===== config.mk =====
export PLATFORM = sky130hd
export DESIGN_NAME = pcie_irq_aggregator
export DESIGN_NICKNAME = d
export VERILOG_FILES = /design/src/rtl/pia_pkg.sv /design/src/rtl/pia_intx_status.sv /design/src/rtl/pia_msi_capture.sv /design/src/rtl/pia_regif.sv /design/src/rtl/pcie_irq_aggregator.sv
export SDC_FILE = /design/constraint.sdc
export NUM_CORES = 1
export LEC_CHECK = 0
export ABC_AREA = 1
export BUFFER_PORTS_ARGS = -buffer_cell sky130_fd_sc_hd__buf_2
export CAP_MARGIN = 20
export CORE_AREA = 2 2 120 122
export DETAILED_ROUTE_END_ITERATION = 16
export DIE_AREA = 0 0 122 124
export GPL_TIMING_DRIVEN = 0
export PLACE_DENSITY = 0.63
export SYNTH_ARGS = -nofsm -noshare
export SYNTH_HDL_FRONTEND = slang
export SYNTH_SLANG_ARGS = --single-unit
export TNS_END_PERCENT = 100

===== constraint.sdc =====
create_clock -name clk -period 1.7 [get_ports clk]
set_input_delay 0.17 -clock clk [delete_from_list [all_inputs] [get_ports clk]]
set_output_delay 0.17 -clock clk [all_outputs]
set_load 0.005 [all_outputs]

===== src/rtl/pia_pkg.sv =====
package pia_pkg;
    localparam int DATA_W      = 32;
    localparam int INTX_N      = 4;
    localparam int INTX_LSB    = 16;
    localparam int SUMMARY_BIT = 23;

    typedef enum logic [1:0] {
        WORD_STATUS = 2'd0,
        WORD_MASK   = 2'd1,
        WORD_MSI    = 2'd2,
        WORD_TARGET = 2'd3
    } reg_word_e;

    typedef enum logic {
        RD_IDLE = 1'b0,
        RD_RESP = 1'b1
    } rd_state_e;
endpackage


===== src/rtl/pia_intx_status.sv =====
module pia_intx_status #(
    parameter int NUM_SRC = 4
) (
    input  logic               clk,
    input  logic               rst_n,
    input  logic [NUM_SRC-1:0] level_in,
    input  logic [NUM_SRC-1:0] clr,
    output logic [NUM_SRC-1:0] status
);
    for (genvar g = 0; g < NUM_SRC; g++) begin : g_src
        always_ff @(posedge clk or negedge rst_n) begin
            if (!rst_n)
                status[g] <= 1'b0;
            else
                status[g] <= (status[g] & ~clr[g]) | level_in[g];
        end
    end

    AST_INTX_CAPTURE: assert property (@(posedge clk) disable iff (!rst_n)
        (|level_in) |=> ((status & $past(level_in)) == $past(level_in)));

    AST_INTX_HOLD: assert property (@(posedge clk) disable iff (!rst_n)
        ((clr == '0) && (status != '0)) |=> ((status & $past(status)) == $past(status)));
endmodule


===== src/rtl/pia_msi_capture.sv =====
module pia_msi_capture #(
    parameter int NUM_VEC = 32,
    parameter int DW      = 32
) (
    input  logic               clk,
    input  logic               rst_n,
    input  logic               in_wr_valid,
    input  logic [DW-1:0]      in_wr_addr,
    input  logic [DW-1:0]      in_wr_data,
    input  logic [DW-1:0]      target_addr,
    input  logic [NUM_VEC-1:0] vec_clr,
    input  logic               summ_clr,
    output logic [NUM_VEC-1:0] vec_status,
    output logic               summary
);
    localparam int VEC_W = (NUM_VEC > 1) ? $clog2(NUM_VEC) : 1;

    logic             hit;
    logic [VEC_W-1:0] vec_idx;
    logic             any_pending;

    assign hit         = in_wr_valid && (in_wr_addr == target_addr)
                         && (in_wr_data < DW'(NUM_VEC));
    assign vec_idx     = in_wr_data[VEC_W-1:0];
    assign any_pending = |vec_status;

    for (genvar v = 0; v < NUM_VEC; v++) begin : g_vec
        logic set_here;
        assign set_here = hit && (vec_idx == VEC_W'(v));
        always_ff @(posedge clk or negedge rst_n) begin
            if (!rst_n)
                vec_status[v] <= 1'b0;
            else
                vec_status[v] <= (vec_status[v] & ~vec_clr[v]) | set_here;
        end
    end

    always_ff @(posedge clk or negedge rst_n) begin
        if (!rst_n)
            summary <= 1'b0;
        else
            summary <= any_pending | (summary & ~summ_clr);
    end

    AST_MSI_SET_WINS: assert property (@(posedge clk) disable iff (!rst_n)
        hit |=> vec_status[$past(vec_idx)]);

    AST_MSI_MISS_IGNORED: assert property (@(posedge clk) disable iff (!rst_n)
        (!hit && (vec_clr == '0)) |=> (vec_status == $past(vec_status)));

    AST_SUMMARY_FOLLOWS: assert property (@(posedge clk) disable iff (!rst_n)
        (|vec_status) |=> summary);
endmodule


===== src/rtl/pia_regif.sv =====
module pia_regif
    import pia_pkg::*;
#(
    parameter int NUM_VEC = 32,
    parameter int DW      = 32
) (
    input  logic               clk,
    input  logic               rst_n,
    input  logic               reg_wr_en,
    input  logic               reg_rd_en,
    input  logic [1:0]         reg_addr,
    input  logic [DW-1:0]      reg_wdata,
    input  logic [DW-1:0]      status_word,
    input  logic [NUM_VEC-1:0] vec_status,
    output logic [INTX_N-1:0]  intx_clr,
    output logic               summ_clr,
    output logic [NUM_VEC-1:0] vec_clr,
    output logic [INTX_N-1:0]  mask_intx,
    output logic               mask_summ,
    output logic [DW-1:0]      target_addr,
    output logic [DW-1:0]      reg_rdata,
    output logic               reg_rvalid
);
    reg_word_e sel;
    rd_state_e rd_state, rd_next;
    logic      wr_status, wr_mask, wr_msi, wr_target;
    logic [DW-1:0] mask_word, msi_word, rd_mux;

    assign sel       = reg_word_e'(reg_addr);
    assign wr_status = reg_wr_en && (sel == WORD_STATUS);
    assign wr_mask   = reg_wr_en && (sel == WORD_MASK);
    assign wr_msi    = reg_wr_en && (sel == WORD_MSI);
    assign wr_target = reg_wr_en && (sel == WORD_TARGET);

    assign intx_clr = wr_status ? reg_wdata[INTX_LSB +: INTX_N] : '0;
    assign summ_clr = wr_status && reg_wdata[SUMMARY_BIT];
    assign vec_clr  = wr_msi ? reg_wdata[NUM_VEC-1:0] : '0;

    always_ff @(posedge clk or negedge rst_n) begin
        if (!rst_n) begin
            mask_intx <= '1;
            mask_summ <= 1'b1;
        end else if (wr_mask) begin
            mask_intx <= reg_wdata[INTX_LSB +: INTX_N];
            mask_summ <= reg_wdata[SUMMARY_BIT];
        end
    end

    always_ff @(posedge clk or negedge rst_n) begin
        if (!rst_n)
            target_addr <= '0;
        else if (wr_target)
            target_addr <= reg_wdata;
    end

    always_comb begin
        mask_word = '0;
        mask_word[INTX_LSB +: INTX_N] = mask_intx;
        mask_word[SUMMARY_BIT]        = mask_summ;
        msi_word = '0;
        msi_word[NUM_VEC-1:0] = vec_status;
        unique case (sel)
            WORD_STATUS: rd_mux = status_word;
            WORD_MASK:   rd_mux = mask_word;
            WORD_MSI:    rd_mux = msi_word;
            WORD_TARGET: rd_mux = target_addr;
        endcase
    end

    // read state machine: next-state logic
    always_comb begin
        rd_next = rd_state;
        unique case (rd_state)
            RD_IDLE: rd_next = reg_rd_en ? RD_RESP : RD_IDLE;
            RD_RESP: rd_next = reg_rd_en ? RD_RESP : RD_IDLE;
        endcase
    end

    // read state machine: state register
    always_ff @(posedge clk or negedge rst_n) begin
        if (!rst_n)
            rd_state <= RD_IDLE;
        else
            rd_state <= rd_next;
    end

    // read state machine: data capture
    always_ff @(posedge clk or negedge rst_n) begin
        if (!rst_n)
            reg_rdata <= '0;
        else if (reg_rd_en)
            reg_rdata <= rd_mux;
    end

    // read state machine: outputs
    always_comb begin
        unique case (rd_state)
            RD_IDLE: reg_rvalid = 1'b0;
            RD_RESP: reg_rvalid = 1'b1;
        endcase
    end

    AST_READ_RESPONDS: assert property (@(posedge clk) disable iff (!rst_n)
        reg_rd_en |=> reg_rvalid);

    AST_READ_NO_SPURIOUS: assert property (@(posedge clk) disable iff (!rst_n)
        !reg_rd_en |=> !reg_rvalid);

    AST_TARGET_KEEPS: assert property (@(posedge clk) disable iff (!rst_n)
        !wr_target |=> $stable(target_addr));
endmodule


===== src/rtl/pcie_irq_aggregator.sv =====
module pcie_irq_aggregator
    import pia_pkg::*;
#(
    parameter int NUM_VEC = 32
) (
    input  logic              clk,
    input  logic              rst_n,
    input  logic [3:0]        intx_in,
    input  logic              in_wr_valid,
    input  logic [31:0]       in_wr_addr,
    input  logic [31:0]       in_wr_data,
    input  logic              reg_wr_en,
    input  logic              reg_rd_en,
    input  logic [1:0]        reg_addr,
    input  logic [31:0]       reg_wdata,
    output logic [31:0]       reg_rdata,
    output logic              reg_rvalid,
    output logic              irq_out
);
    logic [INTX_N-1:0]  intx_status, intx_clr, mask_intx;
    logic [NUM_VEC-1:0] vec_status, vec_clr;
    logic               summary, summ_clr, mask_summ;
    logic [DATA_W-1:0]  target_addr, status_word;

    always_comb begin
        status_word = '0;
        status_word[INTX_LSB +: INTX_N] = intx_status;
        status_word[SUMMARY_BIT]        = summary;
    end

    pia_intx_status #(.NUM_SRC(INTX_N)) u_intx (
        .clk      (clk),
        .rst_n    (rst_n),
        .level_in (intx_in),
        .clr      (intx_clr),
        .status   (intx_status)
    );

    pia_msi_capture #(.NUM_VEC(NUM_VEC), .DW(DATA_W)) u_msi (
        .clk         (clk),
        .rst_n       (rst_n),
        .in_wr_valid (in_wr_valid),
        .in_wr_addr  (in_wr_addr),
        .in_wr_data  (in_wr_data),
        .target_addr (target_addr),
        .vec_clr     (vec_clr),
        .summ_clr    (summ_clr),
        .vec_status  (vec_status),
        .summary     (summary)
    );

    pia_regif #(.NUM_VEC(NUM_VEC), .DW(DATA_W)) u_regs (
        .clk         (clk),
        .rst_n       (rst_n),
        .reg_wr_en   (reg_wr_en),
        .reg_rd_en   (reg_rd_en),
        .reg_addr    (reg_addr),
        .reg_wdata   (reg_wdata),
        .status_word (status_word),
        .vec_status  (vec_status),
        .intx_clr    (intx_clr),
        .summ_clr    (summ_clr),
        .vec_clr     (vec_clr),
        .mask_intx   (mask_intx),
        .mask_summ   (mask_summ),
        .target_addr (target_addr),
        .reg_rdata   (reg_rdata),
        .reg_rvalid  (reg_rvalid)
    );

    assign irq_out = (|(intx_status & ~mask_intx)) | (summary & ~mask_summ);

    AST_ALL_MASKED_QUIET: assert property (@(posedge clk) disable iff (!rst_n)
        ((&mask_intx) && mask_summ) |-> !irq_out);

    AST_IDLE_QUIET: assert property (@(posedge clk) disable iff (!rst_n)
        ((intx_status == '0) && !summary) |-> !irq_out);
endmodule


==> flow_metrics.py, run 1 <==
metrics = {
    "sta": {
        "setup_viol": 0,
        "finalCritPeriodShare": 0.9731,
        "rsz0062_at_grt": "yes",
        "slew_viol_final": 0,
        "fin_skew_ns": 0.01014,
        "hold_viol": 0,
        "tightest_slew_ns": 0.8660,
        "worst_hold_slack_ns": 0.02059,
        "fin_crit_ns": 1.654,
        "max_clock_freq_mhz": 604.5,
        "relSlewSlack": 0.4227,
    },
    "route": {
        "wirelength_um": 16180,
        "viasPerCell": 4.832,
        "drt_iter0_markers": 340,
        "dr.pass1.iters": 5,
        "drc_errors": 0,
        "vias": 5132,
        "ant_nets": 0,
        "wire_per_inst_um": 15.24,
    },
    "critical_path": {
        "critPathCaptureType": "output pin",
        "slowest_delay_ns": 0.54,
        "worst-path-buf-inv": 2,
        "critPathArrivalTime_ns": 1.48,
        "critPathRequiredTime_ns": 1.53,
        "slowest_stage": "dfstp_2",
        "worstPathMaxFanout": 3,
        "cp-start-kind": "flop",
        "path_cells": "inv_1 > a221oi_2 > o221ai_1 > buf_2",
        "crit_type": "reg -> out",
        "critPathTopFamily": "flip-flops",
    },
    "synth": {
        "synth_seq_cells": 107,
        "synth_top_area_frac": 0.4685,
        "synthDistinctLibCells": 28,
        "syn_area_um2": 5448,
        "syn_nets": 827,
        "ys_top_cells_by_count": "nand2_1, nor2_1, dfrtp_1",
        "synth_edf_count": 0,
        "async_reset_ff_frac": 1.000,
        "yosys_warnings": 0,
        "yosysTopAreaCell": "dfrtp_1",
        "synth.area.top_cells": "dfrtp_1, nand2_1, nor2_1",
        "synth_most_common_cell": "nand2_1",
        "yosysSeqAreaShare": 0.4927,
        "synthCells": 720,
        "ys.flop_type": "dfrtp_1",
        "synth.avg_cell_area_um2": 7.566,
    },
    "placed_design": {
        "port_buffers": 139,
        "globalplace.congestion": 0.9655,
        "place_hpwl_um": 12390,
    },
    "floorplanning": {
        "core-area_um2": 13720,
        "fp.dieW_um": 122,
        "initial_core_util": 0.3971,
        "row_count": 43,
        "die_area_um2": 15130,
        "die-height_um": 124,
        "ios": 141,
    },
    "power_and_ir_drop": {
        "p_per_area_nw_per_um2": 878.5,
        "leakage_nw": 3.520,
        "total_power_mw": 5.949,
        "irDropWorstVdd_uv": 570.6,
    },
    "layout": {
        "drive_above_1_share": 0.2245,
        "num_antenna_cells": 0,
        "syn2layout_area_growth_pct": 24.30,
        "nets": 984,
    },
    "global_routing": {
        "overflow": 0,
        "grt_pass1_wl_um": 25230,
        "antenna_found_initial": 0,
        "grt_pass1_vias": 4898,
        "grtUsageTotal": 0.2211,
        "grt_max_degree": 71,
    },
    "status": {
        "status": "completed",
    },
    "cts": {
        "cts-root-buf": "clkbuf_16",
        "worstSkewPairLatency_ns": 0.35,
        "clockBufferDepth": 2,
        "h-tree-depth": 3,
        "cts.sinks": 107,
        "cts.clk_slew.worst_paths_ns": 0.07,
        "cts_tree": "built",
        "cts-buffers-inserted": 9,
    },
    "run": {
        "maxCapViolCount": 0,
    },
    "hold_path": {
        "worstHoldPathType": "in -> reg",
    },
}
==> through the flow <==
stage	std cells	instance area (um^2)	TNS, ns	setup WS (ns)	util
final	1062	6771	0	0.04574	0.4936
after floorplan	720	5448	0	0.4334	-
after detailed placement	1040	6399	-0.4135	-0.04585	0.4664
after CTS	1060	6729	0	0.03580	0.4905
after global routing	1062	6771	-0.02400	-0.01329	0.4936
after global placement	1039	6369	-82.21	-0.8037	0.4642
==> report_power, final <==
part           switching (mW)  internal (mW)
Clock                   0.924           1.04
Combinational           0.566          0.444
Sequential              0.192           2.78
==> path summary, 6_finish.rpt <==
kind	start	endpoint	slack (ns)	cells past startpoint
max reg2reg	u_regs.target_addr[0]	u_msi.vec_status[30]	0.11	8
min reg2reg	u_regs.mask_intx[1]	u_regs.mask_intx[1]	0.49	2
max	u_regs.mask_intx[3]	irq_out	0.05	4
max in group asynchronous	rst_n	u_regs.target_addr[16]	0.64	3
min in group asynchronous	rst_n	u_regs.target_addr[4]	0.34	2
min	intx_in[0]	u_intx.status[0]	0.02	2
==> worst reg2reg max path: stages (launching register included) <==
cell	delay (ns)
dfrtp_1	0.41
xnor2_1	0.18
nand2_1	0.07
nor2_1	0.23
nand2_1	0.14
nor2_4	0.16
buf_6	0.16
nand3_1	0.10
nand2_1	0.08
==> state kept, by name, summed over array words and instances, names as in the netlist <==
signal	flops
u_intx.status	4
u_msi.summary	1
u_msi.vec_status	32
u_regs.mask_intx	4
u_regs.mask_summ	1
u_regs.rd_state	1
u_regs.reg_rdata	32
u_regs.target_addr	32
==> logic make-up (layout without fill, tap and decap cells) <==
group	count (synthesis)	count (layout)	synth area share
simple gates	376	376	0.2765
compound gates	108	108	0.1100
flops	107	107	0.4927
buf+inv	105	267	0.08038
xor+xnor	20	20	0.03215
mux	4	4	0.008268
==> layout make-up <==
type	instances	area, um^2
tap	180	225.2
buffer	31	160.2
multi-input combinational	508	2367
timing repair buffer	146	780.7
fill	1385	6948
clock inverter	3	23.77
inverter	74	277.8
sequential	107	2686
clock buffer	13	250.2
==> per-layer routing <==
| metal | vias to the layer above | track usage | routed length, um | part of all wire |
|---|---|---|---|---|
| met5 | - | 0 | 0 | 0 |
| met3 | 15 | 0.03571 | 955 | 0.059 |
| met2 | 152 | 0.3568 | 7409 | 0.46 |
| met1 | 2348 | 0.3058 | 7544 | 0.47 |
| met4 | 0 | 0.07040 | 272 | 0.017 |
| li1 | 2617 | - | - | - |
==> cell usage in the layout, fill, tap and decap left out, drive strengths merged <==
cell,count
nor3,10
a31oi,27
buf,156
nand2,215
nand3,36
o2111ai,3
o22ai,1
clkinv,1
xnor2,19
inv,74
dfstp,5
nor4,2
a221oi,1
dlygate4sd3,4
o21bai,2
o221ai,1
nor2,107
dfrtp,102
xor2,1
nand4,6
mux2,4
clkbuf,30
o21ai,73
clkinvlp,2
==> what timing repair did <==
action,in CTS,in global routing
pin swaps,0,1
gates resized for setup,3,9
buffers inserted,0,2
hold endpoints to repair,35,0
endpoints found under the setup margin,3,30
hold buffers,4,0
Power figures use the tool's default switching activity.
==> run 2: changes to the inputs <==
- PLACE_DENSITY: 0.63 -> 0.66
==> run 2 against run 1 <==
Compared with the run above:
- non-clock buffer count up 3
- worst hold slack lost 0.0074 ns
- register-to-register slack lost 0.02 ns
- design area up 0.35%
- combinational power hardly changed
- core utilization up 0.17 points
- largest power group unchanged
- highest routed layer unchanged
==> flow_metrics.py, run 2 (synthesis results as in run 1) <==
metrics = {
    "status": {
        "status": "completed",
    },
    "sta": {
        "fin_setup_tns_ns": 0,
        "setup_viol": 0,
        "tightest_slew_ns": 0.8263,
        "relSlewSlack": 0.4492,
        "fin_skew_ns": 0.008748,
        "rsz0062_at_grt": "yes",
        "hold_viol": 0,
        "finalCritPeriodShare": 0.9501,
        "fin_crit_ns": 1.615,
        "slew_viol_final": 0,
        "max_clock_freq_mhz": 619.1,
    },
    "cts": {
        "cts.clk_slew.worst_paths_ns": 0.07,
        "worstSkewPairLatency_ns": 0.35,
        "cts-root-buf": "clkbuf_16",
        "clockBufferDepth": 2,
        "h-tree-depth": 3,
        "cts-buffers-inserted": 9,
        "cts_tree": "built",
        "cts.sinks": 107,
    },
    "critical_path": {
        "timing.rr.start": "u_regs.target_addr[29]",
        "ff2ff_path_depth": 11,
        "worstPathMaxFanout": 3,
        "crit_type": "reg -> out",
        "rrSetupSlack_ns": 0.09,
        "critPathArrivalTime_ns": 1.45,
        "cp-start-kind": "flop",
        "critPathRequiredTime_ns": 1.53,
        "critPathCaptureType": "output pin",
        "reg2reg_to": "u_msi.vec_status[26]",
    },
    "placed_design": {
        "place_hpwl_um": 12490,
        "globalplace.congestion": 0.9532,
        "port_buffers": 139,
        "placed_cell_area_um2": 6399,
    },
    "hold_path": {
        "hold_end": "u_intx.status[2]",
        "worstHoldPathType": "in -> reg",
        "hold_start": "intx_in[2]",
        "min_delay_path_depth": 2,
    },
    "global_routing": {
        "antenna_found_initial": 0,
        "use_met3": 0.04396,
        "grt_pass1_vias": 5047,
        "overflow": 0,
        "top_usage_layer": "met2",
        "grtUsageTotal": 0.2234,
        "grt_pass1_wl_um": 25710,
        "gr-usage-met1": 0.3076,
        "grt_max_degree": 68,
        "met2_usage": 0.3537,
    },
    "layout": {
        "final_cell_area_um2": 6795,
        "multi_input_area_um2": 2375,
        "nets": 987,
        "drive_above_1_share": 0.2271,
        "num_antenna_cells": 0,
        "final-seq-area_um2": 2686,
        "fillers": 1376,
        "top_regs": "u_msi.vec_status: 32 flops, u_regs.reg_rdata: 32 flops, u_regs.target_addr: 32 flops",
        "syn2layout_area_growth_pct": 24.74,
        "most-common-layout-cells": "nand2_1, buf_2, dfrtp_1",
        "utilization": 0.4953,
        "final_common_cell": "nand2_1",
    },
    "floorplanning": {
        "die_area_um2": 15130,
        "ios": 141,
        "core-area_um2": 13720,
        "die-height_um": 124,
        "row_count": 43,
        "initial_core_util": 0.3971,
        "fp.dieW_um": 122,
    },
    "route": {
        "vias": 5233,
        "ant_nets": 0,
        "drc_errors": 0,
        "drt_iter0_markers": 344,
        "wirelength_um": 16300,
        "dr.pass1.iters": 5,
        "wire_per_inst_um": 15.30,
        "viasPerCell": 4.914,
    },
    "run": {
        "maxCapViolCount": 0,
    },
    "power_and_ir_drop": {
        "irDropWorstVdd_uv": 546.1,
        "leakage_nw": 3.539,
        "total_power_mw": 5.960,
        "p_per_area_nw_per_um2": 877.1,
    },
}
==> run 2: repair_timing <==
action,in CTS,in global routing
setup buffers,0,5
hold buffers,4,0
endpoints found under the hold margin,40,0
setup endpoints to repair,4,32
pin swaps,0,2
gates resized for setup,1,12
==> run 2: critical path, cell delays in order (launching register included) <==
cell,delay (ns)
dfstp_2,0.54
inv_1,0.05
a221oi_2,0.22
o221ai_1,0.13
buf_2,0.15
==> run 2: worst max path at each step <==
stage	from	endpoint	slack, ns
5_1_grt	u_regs.target_addr[7]	u_msi.vec_status[30]	-0.01
3_3_place_gp	rst_n	u_intx.status[0]	-0.79
2_1_floorplan	u_regs.target_addr[5]	u_msi.vec_status[11]	0.43
3_5_place_dp	reg_addr[0]	u_regs.target_addr[3]	-0.007
6_report	u_regs.mask_intx[3]	irq_out	0.08
4_1_cts	u_regs.mask_intx[3]	irq_out	0.03
==> run 2: power breakdown <==
part	total (mW)	internal [mW]	switching (mW)	leakage (nW)
clock	1.96	1.03	0.926	0.130
combinational	1.03	0.453	0.578	2.06
sequential	2.97	2.78	0.188	1.35
==> run 2: layout make-up <==
| type | instances | area share |
|---|---|---|
| flip-flops and latches | 107 | 0.3953 |
| clock buffers | 13 | 0.03683 |
| multi-input cells | 508 | 0.3495 |
| repair buffers | 149 | 0.1182 |
| well taps | 180 | 0.03314 |
| clock inverters | 3 | 0.002578 |
| inverters | 74 | 0.04088 |
| plain buffers | 31 | 0.02357 |
==> run 2: metal layers <==
metal / vias up / share of wire
met5: - / 0
met4: 0 / 0.017
met3: 15 / 0.065
met2: 169 / 0.46
met1: 2434 / 0.46
li1: 2615 / -
==> run 2: through the flow <==
stage                     setup slack, ns  std cells  hold slack, ns
after floorplan                    0.4334        720         -0.1256
after global placement            -0.7929       1039          0.3012
after detailed placement        -0.006794       1040          0.1960
after CTS                         0.02974       1060        0.005646
after global routing             -0.01111       1065        0.006956
final                             0.08486       1065         0.01317
==> run 3: changes to the inputs <==
- CORE_AREA: 2 2 120 122 -> 2 2 108 136
- DIE_AREA: 0 0 122 124 -> 0 0 110 138
==> run 3 against run 2 <==
Compared with the run above:
- die area rose by 0.34%
- clock skew rose by 0.00083 ns
- combinational power barely moved
==> flow_metrics.py, run 3 (synthesis results as in run 1) <==
metrics = {
    "critical_path": {
        "crit_type": "reg -> out",
        "critPathCaptureType": "output pin",
        "critPathRequiredTime_ns": 1.53,
        "critPathArrivalTime_ns": 1.45,
        "path_cells": "inv_1 > a221oi_2 > o221ai_1 > buf_2",
        "worstPathMaxFanout": 3,
        "slowest_stage": "dfstp_2",
        "cp-start-kind": "flop",
        "slowest_delay_ns": 0.54,
    },
    "global_routing": {
        "overflow": 0,
        "grt_pass1_vias": 5086,
        "grt_max_degree": 57,
        "antenna_found_initial": 0,
        "grt_pass1_wl_um": 25980,
        "grtUsageTotal": 0.2264,
    },
    "cts": {
        "clockBufferDepth": 2,
        "h-tree-depth": 3,
        "worstSkewPairLatency_ns": 0.35,
        "cts_tree": "built",
        "cts-root-buf": "clkbuf_16",
        "cts.clk_slew.worst_paths_ns": 0.06,
        "cts-buffers-inserted": 9,
        "cts.sinks": 107,
    },
    "layout": {
        "most-common-layout-cells": "nand2_1, buf_2, dfrtp_1",
        "num_antenna_cells": 0,
        "final_common_cell": "nand2_1",
        "final-seq-area_um2": 2688,
        "fillers": 1447,
        "nets": 991,
        "multi_input_area_um2": 2367,
        "top_regs": "u_msi.vec_status: 32 flops, u_regs.reg_rdata: 32 flops, u_regs.target_addr: 32 flops",
        "drive_above_1_share": 0.2373,
        "final_cell_area_um2": 6907,
        "syn2layout_area_growth_pct": 26.78,
        "final_cell_count_no_fill": 1067,
    },
    "placed_design": {
        "placedCellCount": 1038,
        "port_buffers": 139,
        "place_ws_ns": -0.006772,
        "globalplace.congestion": 0.8893,
        "place_hpwl_um": 12690,
        "placed_cell_area_um2": 6396,
    },
    "hold_path": {
        "worstHoldPathType": "in -> reg",
    },
    "sta": {
        "setup_viol": 0,
        "tightest_slew_ns": 0.8270,
        "fin_skew_ns": 0.009580,
        "hold_viol": 0,
        "relSlewSlack": 0.4487,
        "max_clock_freq_mhz": 618.3,
        "fin_setup_tns_ns": 0,
        "final.setup.worst_slack_ns": 0.08278,
        "rsz0062_at_grt": "no",
        "worst_hold_slack_ns": 0.01005,
        "finalCritPeriodShare": 0.9513,
        "slew_viol_final": 0,
        "fin_crit_ns": 1.617,
    },
    "power_and_ir_drop": {
        "p_per_area_nw_per_um2": 918.4,
        "irDropWorstVdd_uv": 489.7,
        "leakage_nw": 3.590,
    },
    "route": {
        "viasPerCell": 4.954,
        "ant_nets": 0,
        "wirelength_um": 16750,
        "drt_iter0_markers": 292,
        "wire_per_inst_um": 15.70,
        "dr.pass1.iters": 5,
        "vias": 5286,
        "drc_errors": 0,
    },
    "floorplanning": {
        "ios": 141,
        "row_count": 49,
        "die-height_um": 138,
        "fp.dieW_um": 110,
        "core-area_um2": 14040,
        "initial_core_util": 0.3880,
        "die_area_um2": 15180,
    },
    "run": {
        "maxCapViolCount": 0,
    },
    "status": {
        "status": "completed",
    },
}
run 3: stage by stage:
step           utilization  total power, mW
2_1_floorplan            -            3.520
3_3_place_gp        0.4534            3.981
3_5_place_dp        0.4556            4.009
4_1_cts             0.4818            6.339
5_1_grt             0.4919            6.623
6_report            0.4919            6.343
run 3: power by group:
group | switching, mW | internal, mW
registers | 0.193 | 2.78
logic | 0.581 | 0.457
clock network | 0.913 | 1.42
run 3: worst max-delay path: cells and delay by family (launching register included):
kind | cells | cell delay, ns
AO/OA/AOI/OAI | 2 | 0.37
buffers and inverters | 2 | 0.20
flip-flops | 1 | 0.54
run 3: timing repair:
item | CTS | global route
endpoints found under the setup margin | 7 | 30
hold endpoints to repair | 54 | 0
gates cloned | 0 | 3
resized for setup | 2 | 18
buffers inserted | 0 | 8
pin swaps | 0 | 3
hold buffers | 2 | 0
run 3: routing by layer:
layer | up-vias | track usage | share of wire
met1 | 2452 | 0.2942 | 0.42
met4 | 0 | 0.08728 | 0.031
met3 | 36 | 0.04762 | 0.060
met2 | 168 | 0.3665 | 0.49
met5 | - | 0 | 0
li1 | 2630 | - | -
run 3: final cells by class:
| type | count | share of cell area |
|---|---|---|
| buffer | 31 | 0.02319 |
| clock buffer | 13 | 0.03913 |
| clock inverter | 3 | 0.009964 |
| inverter | 74 | 0.04022 |
| multi-input combinational | 508 | 0.3428 |
| sequential | 107 | 0.3891 |
| tap | 178 | 0.03225 |
| timing repair buffer | 153 | 0.1234 |
run 3: worst paths after layout:
kind / to / cells after the start / slack, ns / start
min in group asynchronous: u_regs.reg_rdata[28] / 2 / 0.43 / rst_n
max reg2reg: u_msi.vec_status[30] / 8 / 0.10 / u_regs.target_addr[2]
min reg2reg: u_regs.mask_summ / 2 / 0.48 / u_regs.mask_summ
max: irq_out / 4 / 0.08 / u_regs.mask_intx[3]
max in group asynchronous: u_regs.mask_intx[0] / 3 / 0.50 / rst_n
min: u_intx.status[1] / 3 / 0.01 / intx_in[1]
